===== src/rtl/hdx_pkg.sv =====
// Shared types for the host data transfer engine.
// Assumes destination codes are 3 bits wide.
package hdx_pkg;

    typedef enum logic [1:0] {
        DK_NONE = 2'd0,
        DK_HOST = 2'd1,
        DK_DMA  = 2'd2
    } dest_kind_t;

    // Classify a destination code into host-read, DMA or invalid.
    function automatic dest_kind_t classify(input logic [2:0] code);
        case (code)
            3'd2, 3'd3:       return DK_HOST;
            3'd4, 3'd5, 3'd7: return DK_DMA;
            default:          return DK_NONE;
        endcase
    endfunction

endpackage


===== src/rtl/hdx_counters.sv =====
// Byte count and data address registers.
// A trigger clears the top bits of the count. An active read steps both
// counters, and a read at the signed end reloads the count.
// Assumes trig and rd_go are never high together (the top gates rd_go).
module hdx_counters #(
    parameter int CNT_W    = 16,
    parameter int ADDR_W   = 16,
    parameter int STEP     = 2,
    parameter int CLR_BITS = 4,
    parameter logic [CNT_W-1:0] RELOAD = 16'hF000
) (
    input  logic              clk,
    input  logic              rst_n,
    input  logic              trig,
    input  logic              rd_go,
    input  logic              ld_count,
    input  logic              ld_addr,
    input  logic [CNT_W-1:0]  ld_data,
    output logic [CNT_W-1:0]  count,
    output logic [ADDR_W-1:0] addr,
    output logic              fin
);
    localparam int KEEP_W = CNT_W - CLR_BITS;

    logic [CNT_W-1:0] cnt_dec;

    // Next count after one read, and the signed end-of-transfer test on it.
    always_comb begin
        cnt_dec = count - CNT_W'(STEP);
        fin     = cnt_dec[CNT_W-1] || (cnt_dec == '0);
    end

    // Byte count register: trigger clears the top bits, reads count down, loads write it.
    always_ff @(posedge clk) begin
        if (!rst_n)
            count <= '0;
        else if (trig)
            count <= {{CLR_BITS{1'b0}}, count[KEEP_W-1:0]};
        else if (rd_go)
            count <= fin ? RELOAD : cnt_dec;
        else if (ld_count)
            count <= ld_data;
    end

    // Data address register: reads step it forward, loads write it.
    always_ff @(posedge clk) begin
        if (!rst_n)
            addr <= '0;
        else if (rd_go)
            addr <= addr + ADDR_W'(STEP);
        else if (ld_addr && !trig)
            addr <= ADDR_W'(ld_data);
    end

endmodule


===== src/rtl/hdx_ctrl.sv =====
// Status flags, destination latch, DMA select pulse and interrupt request.
// Assumes rd_go is only high when data-enable is active and no trigger is present.
module hdx_ctrl
    import hdx_pkg::*;
(
    input  logic       clk,
    input  logic       rst_n,
    input  logic       trig,
    input  logic [2:0] trig_dest,
    input  logic       rd_go,
    input  logic       fin,
    input  logic       xfer_ie,
    input  logic       lvl_ie,
    input  logic       irq_ack,
    output logic       busy_n,
    output logic       dten_n,
    output logic       dsr,
    output logic       edt,
    output logic [2:0] dest,
    output logic       dma_sel,
    output logic       irq
);
    dest_kind_t kind;
    logic       ending;

    // Decode the incoming code and detect the last read of a transfer.
    always_comb begin
        kind   = classify(trig_dest);
        ending = rd_go && fin;
    end

    // Flags and destination: armed by a trigger, released at the end.
    always_ff @(posedge clk) begin
        if (!rst_n) begin
            busy_n <= 1'b1;
            dten_n <= 1'b1;
            dsr    <= 1'b0;
            edt    <= 1'b0;
            dest   <= '0;
        end else if (trig) begin
            busy_n <= 1'b0;
            dten_n <= (kind != DK_HOST);
            dsr    <= (kind == DK_HOST);
            edt    <= 1'b0;
            dest   <= trig_dest;
        end else if (ending) begin
            busy_n <= 1'b1;
            dten_n <= 1'b1;
            dsr    <= 1'b0;
            edt    <= 1'b1;
        end
    end

    // One-cycle report that a DMA destination was chosen.
    always_ff @(posedge clk) begin
        if (!rst_n)
            dma_sel <= 1'b0;
        else
            dma_sel <= trig && (kind == DK_DMA);
    end

    // Level interrupt: set on a gated transfer end, cleared by acknowledge.
    always_ff @(posedge clk) begin
        if (!rst_n)
            irq <= 1'b0;
        else if (ending && xfer_ie && lvl_ie)
            irq <= 1'b1;
        else if (irq_ack)
            irq <= 1'b0;
    end

endmodule


===== src/rtl/hdx_readpath.sv =====
// Host read path: forms the even buffer address and registers the returned word.
// Assumes the external buffer answers within the same cycle.
module hdx_readpath #(
    parameter int ADDR_W = 16,
    parameter int BUF_AW = 14,
    parameter int BYTE_W = 8
) (
    input  logic                clk,
    input  logic                rst_n,
    input  logic                hrd,
    input  logic                rd_go,
    input  logic [ADDR_W-1:0]   addr,
    input  logic [BYTE_W-1:0]   buf_hi,
    input  logic [BYTE_W-1:0]   buf_lo,
    output logic [BUF_AW-1:0]   buf_addr,
    output logic [2*BYTE_W-1:0] rd_data,
    output logic                rd_valid
);
    // Force the buffer address even and drop the bits above the buffer size.
    always_comb buf_addr = {addr[BUF_AW-1:1], 1'b0};

    // Capture the big-endian word on an active read, or zero on an idle one.
    always_ff @(posedge clk) begin
        if (!rst_n) begin
            rd_data  <= '0;
            rd_valid <= 1'b0;
        end else begin
            rd_valid <= hrd;
            if (hrd)
                rd_data <= rd_go ? {buf_hi, buf_lo} : '0;
        end
    end

endmodule


===== src/rtl/hdx_engine.sv =====
// Top of the host data transfer engine.
// Priority within a cycle: trigger, then host read, then loads.
// A host read in the same cycle as a trigger is answered with zero.
module hdx_engine #(
    parameter int CNT_W  = 16,
    parameter int ADDR_W = 16,
    parameter int BUF_AW = 14
) (
    input  logic              clk,
    input  logic              rst_n,
    input  logic              trig,
    input  logic [2:0]        trig_dest,
    input  logic              ld_count,
    input  logic              ld_addr,
    input  logic [CNT_W-1:0]  ld_data,
    input  logic              hrd,
    output logic [BUF_AW-1:0] buf_addr,
    input  logic [7:0]        buf_hi,
    input  logic [7:0]        buf_lo,
    output logic [15:0]       rd_data,
    output logic              rd_valid,
    input  logic              xfer_ie,
    input  logic              lvl_ie,
    input  logic              irq_ack,
    output logic              irq,
    output logic              busy_n,
    output logic              dten_n,
    output logic              dsr,
    output logic              edt,
    output logic [2:0]        dest,
    output logic              dma_sel,
    output logic [CNT_W-1:0]  count,
    output logic [ADDR_W-1:0] addr
);
    logic rd_go;
    logic fin;

    // A read moves data only while data-enable is active and no trigger competes.
    always_comb rd_go = hrd && !dten_n && !trig;

    hdx_counters #(
        .CNT_W  (CNT_W),
        .ADDR_W (ADDR_W)
    ) u_cnt (
        .clk      (clk),
        .rst_n    (rst_n),
        .trig     (trig),
        .rd_go    (rd_go),
        .ld_count (ld_count),
        .ld_addr  (ld_addr),
        .ld_data  (ld_data),
        .count    (count),
        .addr     (addr),
        .fin      (fin)
    );

    hdx_ctrl u_ctrl (
        .clk       (clk),
        .rst_n     (rst_n),
        .trig      (trig),
        .trig_dest (trig_dest),
        .rd_go     (rd_go),
        .fin       (fin),
        .xfer_ie   (xfer_ie),
        .lvl_ie    (lvl_ie),
        .irq_ack   (irq_ack),
        .busy_n    (busy_n),
        .dten_n    (dten_n),
        .dsr       (dsr),
        .edt       (edt),
        .dest      (dest),
        .dma_sel   (dma_sel),
        .irq       (irq)
    );

    hdx_readpath #(
        .ADDR_W (ADDR_W),
        .BUF_AW (BUF_AW)
    ) u_rd (
        .clk      (clk),
        .rst_n    (rst_n),
        .hrd      (hrd),
        .rd_go    (rd_go),
        .addr     (addr),
        .buf_hi   (buf_hi),
        .buf_lo   (buf_lo),
        .buf_addr (buf_addr),
        .rd_data  (rd_data),
        .rd_valid (rd_valid)
    );

endmodule


===== config.mk =====
export PLATFORM = sky130hd
export DESIGN_NAME = hdx_engine
export DESIGN_NICKNAME = d
export VERILOG_FILES = /design/src/rtl/hdx_pkg.sv /design/src/rtl/hdx_counters.sv /design/src/rtl/hdx_ctrl.sv /design/src/rtl/hdx_readpath.sv /design/src/rtl/hdx_engine.sv
export SDC_FILE = /design/constraint.sdc
export NUM_CORES = 1
export LEC_CHECK = 0
export CAP_MARGIN = 30
export CELL_PAD_IN_SITES_DETAIL_PLACEMENT = 0
export CELL_PAD_IN_SITES_GLOBAL_PLACEMENT = 2
export CORE_ASPECT_RATIO = 2
export CORE_MARGIN = 2
export CORE_UTILIZATION = 27
export CTS_CLUSTER_DIAMETER = 40
export CTS_CLUSTER_SIZE = 12
export DETAILED_ROUTE_END_ITERATION = 7
export GPL_ROUTABILITY_DRIVEN = 0
export PLACE_DENSITY = 0.95
export RECOVER_POWER = 50
export SYNTH_ARGS = -nofsm -noshare
export SYNTH_HDL_FRONTEND = slang
export SYNTH_SLANG_ARGS = --single-unit

===== constraint.sdc =====
create_clock -name clk -period 7.5 [get_ports clk]
set_clock_uncertainty 0.15 [all_clocks]
set_input_delay 1.5 -clock clk [delete_from_list [all_inputs] [get_ports clk]]
set_output_delay 1.5 -clock clk [all_outputs]
set_load 0.02 [all_outputs]

* Word-level counts from Yosys, hierarchy flattened
Cells that the tools add are included.
** Operators by class
- Mux-type cells :: 14
- Eq/ne operators :: 8
- Reductions and logical operators :: 19
- Bitwise operators :: 2
- $add $sub $neg :: 2
** Operators by type and width (count)
- $mux 16 :: 6
- $add 16x2->16 const B :: 1
- $logic_not 16->1 :: 1
- $sub 16x2->16 const B :: 1
- $eq 3x3->1 const B :: 3
- $reduce_bool 2->1 :: 4
- $logic_and 1x1->1 :: 7
- $mux 1 :: 7
- $eq 3x2->1 const B :: 2
- $pmux 2 s2 :: 1
- $reduce_or 2->1 :: 2
- $reduce_or 3->1 :: 1
- $eq 2x1->1 const B :: 1
- $eq 2x2->1 const B :: 1
- $logic_not 1->1 :: 2
- $ne 2x1->1 const B :: 1
- $not 1->1 :: 2
- $reduce_and 2->1 :: 1
- $logic_or 1x1->1 :: 1
** Storage, ports and cells
- Bits of input ports :: 44
- Word-level logic and storage cells :: 57
- Flip-flop bits (word level) :: 58
- Output and inout bits :: 72

* Logic depth before layout (Yosys ltp)
Gate-level depths: netlist of the first run.
- Depth in word-level cells :: 7
- Mapped depth :: 9
- Gate-level depth less buffers :: 8

* Cells and area by module
A second synthesis of the first run with hierarchy kept.
** Unflattened totals
- Cell total of the unflattened synthesis :: 367
- Area, all modules :: 3125.5 um2
** By module, submodules not included
- hdx_counters :: area each 1950.6 um2, cells an instance 244, seq. area each 640.6 um2, instances 1
- hdx_readpath :: area each 815.8 um2, cells an instance 90, seq. area each 340.3 um2, instances 1
- hdx_ctrl :: area each 346.6 um2, cells an instance 32, seq. area each 180.2 um2, instances 1
- hdx_engine :: area each 12.5 um2, cells an instance 1, seq. area each 0.0 um2, instances 1

* Worst setup path after synthesis of the first run
No wires, ideal clock.
- Path type :: input-to-reg
- Start point :: input trig
- End point :: register u_ctrl.edt
- Path slack :: 4146 ps
- Required time :: 7264 ps
- Path buffers :: 3
- Arrival :: 3118 ps
- Stages on the path :: 6
- Setup time :: 86 ps
- Cells stage by stage :: clkbuf_1 -> nor3b_2 -> clkbuf_1 -> clkbuf_1 -> nor2_1 -> a211oi_1
** Between the ends
- Word-level cells in the longest chain between the ends :: 3
- Elaborated cells between the ends (all ways) :: 4
- Classes of those cells :: reduce/logical: 4
** Ends and longest elaborated chain
- start, declared :: RTL line hdx_engine.sv:11 : input logic trig,
- $logic_not 1->1 :: RTL line hdx_engine.sv:39 : always_comb rd_go = hrd && !dten_n && !trig;
- $logic_and 1x1->1 :: RTL line hdx_engine.sv:39
- $logic_and 1x1->1 :: RTL line hdx_ctrl.sv:29 : ending = rd_go && fin;
- end signal, assigned :: RTL line hdx_ctrl.sv:38 : edt <= 1'b0;
- end signal, assigned :: RTL line hdx_ctrl.sv:44 : edt <= 1'b0;
- end signal, assigned :: RTL line hdx_ctrl.sv:50 : edt <= 1'b1;
- end, declared :: RTL line hdx_ctrl.sv:18 : output logic edt,
Parallel ways exist; a longest one is shown, timed or not.
A chain may end at the register's enable or synchronous reset.

* Worst setup path in the final report of the first run
- Start point :: input hrd
- End point :: register u_cnt.addr[15]
** Between the ends
- Word-level cells in the longest chain between the ends :: 3
- Elaborated cells between the ends (all ways) :: 4
- Classes of those cells :: mux: 1; reduce/logical: 3
** Ends and longest elaborated chain
- start, declared :: RTL line hdx_engine.sv:16 : input logic hrd,
- $logic_and 1x1->1 (*) (2 in a row) :: RTL line hdx_engine.sv:39
- $mux 16 / $reduce_bool 2->1 (equally long branches)
- end signal, assigned :: RTL line hdx_counters.sv:50 : addr <= addr + ADDR_W'(STEP);
- end signal, assigned :: RTL line hdx_counters.sv:52 : addr <= ADDR_W'(ld_data);
- end, declared :: RTL line hdx_counters.sv:20 : output logic [ADDR_W-1:0] addr,
Every way passes the cells marked *; elsewhere a longest branch is shown, timed or not.

==> key figures, run 1 <==
Global route
  • Initial antenna violation count: 0
  • Remaining global-route overflow: 0
  • Largest net degree at the start of global routing: 38
  • GRT Util Overall: 0.158
  • Vias in the first global route: 3162
  • First-pass GRT wire length: 16.3 mm

Synthesis
  • Synth Instances: 404
  • Distinct cell type count after synthesis: 64
  • Synth cell count leaders: dfxtp_1, nor2_1, a21oi_1, nand2_1, o21ai_0
  • Number of synthesized flops with an enable pin: 0
  • Ys flop type: dfxtp_1
  • Ys Warns: 0
  • Top cells by area, synth: dfxtp_1, a21oi_1, nor2_1
  • Synthesized area: 3280 sq um
  • Sequential cell area fraction in the yosys report: 0.354
  • Syn nets: 450
  • Area leader, netlist: dfxtp_1
  • Top cell type's share of synthesized area: 0.354
  • Async S/R FF share, synth: 0
  • Average cell area after synthesis: 8.13 sq um
  • Most common cell in the netlist: dfxtp_1
  • Synth Register Bits: 58

Clock tree
  • CTS tree: built
  • Hold-fix buffers, CTS: 0
  • Total CTS buffers: 9
  • Number of gates resized after CTS: 0
  • Worst-path clk slew: 0.05 ns
  • Clock Latency Late Sink: 0.33 ns
  • H-tree depth: 3
  • Root buf cell: clkbuf_16
  • Setup bufs post-CTS: 0
  • Clock Tree Buf Depth: 2
  • Sink Count: 58

Timing
  • Slew Limit Fails: 0
  • Final worst slack: 3.13 ns
  • Setup TNS: 0 ns
  • Post-route minimum period: 4.37 ns
  • Hold Slack: 0.324 ns
  • Setup Viol. Count Final: 0
  • Relative slew margins: 0.388
  • Hold Fails Final Rpt: 0
  • Max Freq: 0.229 GHz
  • RSZ-0062 raised after global routing: false
  • Final clock period utilization by the worst path: 0.582
  • Slew at the pin with the worst max-slew slack: 0.918 ns

Drt
  • Avg WL per Cell: 15.8 microns
  • Initial DRC count: 215
  • Via count of the routed design: 3328
  • 1st-pass router iterations: 4
  • Routed WL: 10.2 mm
  • DR DRC count: 0
  • Post-route ant nets: 0
  • Via density: 5.17

Setup path
  • Worst r2r src: u_cnt.count[1]
  • Crit path launch: hrd
  • Worst Setup End Kind: register
  • Worst path required time: 7.54 ns
  • Critical path launch point type: input pin
  • CP Class: in2reg
  • Critical path fanouts, max: 21
  • Worst EP arrival: 4.41 ns

Floorplanning
  • Die W: 82.0 microns
  • Initial Util: 0.274
  • Row Count: 57
  • Core Region: 12000 sq um
  • Die area: 13100 sq um
  • Die span in y: 160 microns
  • Ports: 116

Cells and area
  • Fraction of layout cells with a size suffix above 1: 0.0825
  • Post-Layout Cell Count: 644
  • P&R area growth vs syn: 42.9%
  • Antenna diodes: 0
  • Fillcell total: 1251
  • Nets: 539

Flow run
  • Number of max-cap violations: 0

Placement
  • Inst Count DP: 629
  • Dpl hpwl: 7.29 mm
  • Port Buffers: 114
  • Post-place setup slack: 2.85 ns

Run status
  • Status: finished clean

Power and ir drop
  • Peak VDD IR: 0.118 mV
  • P_leak: 0.00186 uW
  • Power per standard cell area: 196 nW/um^2
  • PnR Total Power: 921 uW

Min path
  • Hold_sp: u_ctrl.dest[1]
  • Min-delay worst type: reg2reg
state kept, by name, indices dropped and copies added, names as in the netlist, 3 cells and up:
register	count
u_ctrl.dest	3
u_cnt.addr	16
u_rd.rd_data	16
u_cnt.count	16
layout make-up:
class | count | area [sq um] | area share
clock buffer | 12 | 246 | 0.0525
clock inverter | 3 | 40.0 | 0.00853
inverter | 6 | 22.5 | 0.00480
multi-input combinational | 300 | 1870 | 0.398
sequential | 58 | 1160 | 0.247
tap | 147 | 184 | 0.0392
timing repair buffer | 118 | 1170 | 0.250
final timing paths:
check	cells after the start	endpoint	slack (ns)
setup / recovery	6	u_cnt.addr[15]	3.13
hold / removal	2	u_ctrl.dest[1]	0.32
hold reg to reg	2	u_ctrl.dest[1]	0.32
setup reg to reg	8	u_cnt.count[15]	4.43
stage by stage:
step / instance area, sq um / util
finish: 4690 / 0.392
global route: 4690 / 0.392
CTS: 4690 / 0.392
detailed placement: 4410 / 0.368
global placement: 4400 / 0.367
floorplan: 3280 / -
layer usage:
layer / wire length (microns) / share of wire / GRT usage
met5: 0 / 0 / 0
met4: 166 / 0.016 / 0.0538
met3: 808 / 0.079 / 0.0435
met2: 4440 / 0.44 / 0.226
met1: 4780 / 0.47 / 0.227
cells by family after synthesis:
logic type | count (synthesis) | share of synthesized area
AOI/OAI and AO/OA | 113 | 0.229
xor gates and xnor gates | 9 | 0.0263
adders and majority gates | 2 | 0.00762
buffers and inverters | 46 | 0.0800
DFF | 58 | 0.354
muxes | 6 | 0.0187
other | 1 | 0.00114
and+or+nand+nor | 169 | 0.283
report_power, final:
group / switching, uW / total (uW) / internal, uW
registers: 19.1 / 341 / 322
logic: 98.0 / 181 / 83.5
clock network: 136 / 399 / 263
worst max-delay path, cell delays in order:
cell and delay [ns]:
dlygate4sd3_1 1.00, nor3b_4 0.75, buf_4 0.41, a21oi_1 0.26, a222oi_1 0.42, nor2_1 0.06
layout by cell type (no fill, tap or decap), types with 3 or more instances in the layout:
master           instances
dlygate4sd3_1           64
dfxtp_1                 58
clkdlybuf4s50_1         50
nor2_1                  47
a21oi_1                 36
nand2_1                 34
o21ai_0                 24
nor2b_1                 21
nand3_1                 12
clkbuf_16                9
or3_1                    8
nor3_1                   8
a31oi_1                  7
nand4_1                  7
a221oi_1                 6
xnor2_1                  6
a211oi_1                 5
mux2i_1                  5
inv_1                    4
or4_4                    4
nor4_1                   4
and3_1                   4
a22oi_1                  4
buf_4                    4
o22ai_1                  3
o211ai_1                 3
o31ai_1                  3
No activity file was read; power rests on OpenSTA's default activity.
==> run 2, diff against run 1 <==
--- a/config.mk
+++ b/config.mk
@@ -10,12 +10,12 @@
 export CELL_PAD_IN_SITES_GLOBAL_PLACEMENT = 2
 export CORE_ASPECT_RATIO = 2
 export CORE_MARGIN = 2
-export CORE_UTILIZATION = 27
+export CORE_UTILIZATION = 25
 export CTS_CLUSTER_DIAMETER = 40
 export CTS_CLUSTER_SIZE = 12
 export DETAILED_ROUTE_END_ITERATION = 7
 export GPL_ROUTABILITY_DRIVEN = 0
-export PLACE_DENSITY = 0.95
+export PLACE_DENSITY = 0.9
 export RECOVER_POWER = 50
 export SYNTH_ARGS = -nofsm -noshare
 export SYNTH_HDL_FRONTEND = slang
==> constraint.sdc (replaced) <==
create_clock -name clk -period 4.4 [get_ports clk]
set_clock_uncertainty 0.15 [all_clocks]
set_input_delay 0.88 -clock clk [delete_from_list [all_inputs] [get_ports clk]]
set_output_delay 0.88 -clock clk [all_outputs]
set_load 0.02 [all_outputs]
==> run 2 against run 1 <==
Net effect: sequential cell count stayed put; register-to-register slack worse by 3.3 ns; setup slack worse by 2.0 ns; global-route usage is 1.4 points higher; largest power group unchanged.
==> key figures, run 2 (same netlist as run 1, synthesis figures left out) <==
Run status
  • Status: finished clean

Clock tree
  • Worst-path clk slew: 0.05 ns
  • Sink Count: 58
  • Root buf cell: clkbuf_16
  • Number of gates resized after CTS: 0
  • Clock Latency Late Sink: 0.33 ns
  • CTS tree: built
  • Setup bufs post-CTS: 0
  • Hold-fix buffers, CTS: 0
  • H-tree depth: 3
  • Total CTS buffers: 9
  • Clock Tree Buf Depth: 2

Global route
  • Met1 Use GR: 0.174
  • GRT Util Overall: 0.172
  • First-pass GRT wire length: 19.1 mm
  • M2 GR Usage: 0.319
  • Met3 Resource Use GR: 0.0383
  • Largest net degree at the start of global routing: 26
  • Vias in the first global route: 3533
  • Remaining global-route overflow: 0
  • Gr busiest metal: met2
  • Initial antenna violation count: 0

Cells and area
  • Fraction of layout cells with a size suffix above 1: 0.0952
  • Multi-input gate area: 1870 sq um
  • Commonest non-fill, non-tap cell in the layout: dlygate4sd3_1
  • Registers with the most flip-flops: u_cnt.addr x16, u_cnt.count x16, u_rd.rd_data x16
  • Fillcell total: 1332
  • P&R area growth vs syn: 44.8%
  • Reg area: 1160 sq um
  • Most frequent cells in the layout: dlygate4sd3_1, dfxtp_1, clkdlybuf4s50_1
  • Antenna diodes: 0
  • Nets: 545

Setup path
  • R2R Path End: u_cnt.count[12]
  • Critical path launch point type: register
  • CP Class: reg2reg
  • Worst path required time: 4.47 ns
  • R2R depth: 8
  • Worst Setup End Kind: register
  • Critical path fanouts, max: 8
  • Worst path cell trace: inv_1, ha_1, or4b_4, or4_4, xnor2_2, nor4_2, nand2_2, a221oi_1
  • Crit path launch: u_cnt.count[1]
  • R2R Setup Slk: 1.15 ns
  • Worst EP arrival: 3.32 ns
  • Worst r2r src: u_cnt.count[1]
  • Slowest-stage cell, CP: or4b_4
  • CP max stage delay: 0.54 ns

Drt
  • Avg WL per Cell: 18.1 microns
  • Initial DRC count: 220
  • Routed WL: 11.8 mm
  • Via density: 5.32
  • DR DRC count: 0
  • Post-route ant nets: 0
  • 1st-pass router iterations: 4
  • Via count of the routed design: 3487

Placement
  • Port Buffers: 114
  • Dpl hpwl: 9.15 mm
  • Post-place setup slack: 0.987 ns

Power and ir drop
  • P_leak: 0.00188 uW
  • Peak VDD IR: 0.277 mV
  • Power per standard cell area: 341 nW/um^2

Floorplanning
  • Die span in y: 166 microns
  • Ports: 116
  • Die area: 14100 sq um
  • Row Count: 59
  • Initial Util: 0.254
  • Die W: 85.1 microns
  • Core Region: 12900 sq um

Min path
  • Hold path cells: 2
  • WHS Endpoint: u_ctrl.dest[1]
  • Hold_sp: u_ctrl.dest[1]
  • Min-delay worst type: reg2reg

Flow run
  • Number of max-cap violations: 0

Timing
  • Final worst slack: 1.15 ns
  • Relative slew margins: 0.366
  • Setup TNS: 0 ns
  • Hold Fails Final Rpt: 0
  • Slew at the pin with the worst max-slew slack: 0.951 ns
  • Final clock period utilization by the worst path: 0.740
  • Max Freq: 0.307 GHz
  • Setup Viol. Count Final: 0
  • Post-route minimum period: 3.25 ns
  • RSZ-0062 raised after global routing: false
  • Slew Limit Fails: 0
[run 2: cell count changes in the layout (fill, tap and decap cells not counted)]
cell / before / now
buf_4: 4 / 8
clkdlybuf4s50_1: 50 / 54
clkinv_2: 2 / 3
clkinvlp_4: 0 / 1
o21ai_1: 1 / 0
clkbuf_8: 1 / 2
o21ai_0: 24 / 25
dlygate4sd3_1: 64 / 60
[run 2: worst max path at each step]
| stage | end | cells past startpoint | slack, ns |
|---|---|---|---|
| final | u_cnt.count[12] | 8 | 1.15 |
| after global routing | u_cnt.count[12] | 8 | 0.98 |
| after CTS | u_cnt.count[12] | 8 | 1.13 |
| after detailed placement | u_cnt.addr[4] | 7 | 0.99 |
| after global placement | u_cnt.addr[4] | 7 | 1.06 |
| after floorplan | u_cnt.count[13] | 8 | 1.62 |
[run 2: area by class of cell]
class                   count  share of cell area
clock inverters             5              0.0111
well taps                 152              0.0400
inverters                   6             0.00474
multi-input cells         300               0.393
clock buffers              11              0.0532
flip-flops and latches     58               0.244
repair buffers            124               0.254
[run 2: through the flow]
step                      utilization  hold slack [ns]  cell area [sq um]  cells  total power, uW
after global placement          0.345            0.321               4460    640              920
after CTS                       0.369            0.327               4760    656             1650
final                           0.368            0.320               4750    656             1620
after floorplan                     -            0.395               3280    404              786
after detailed placement        0.345            0.316               4460    640              922
after global routing            0.368            0.359               4750    656             1690
[run 2: per-layer routing]
metal / share of wire / vias to the layer above
met5: 0 / -
met3: 0.066 / 27
met4: 0.041 / 0
li1: - / 1653
met2: 0.55 / 157
met1: 0.34 / 1650
[run 2: report_power, final]
part	internal [uW]	switching, uW	total, uW
logic	145	174	319
clock network	466	254	720
registers	547	34.9	582
[run 2: critical path: cells and delay by family, from the launching register on]
kind	cells	cell delay [ns]
and+or+nand+nor	4	1.72
DFF	1	0.40
AOI/OAI and AO/OA	1	0.33
adders and majority gates	1	0.29
xor gates and xnor gates	1	0.15
buffers and inverters	1	0.10
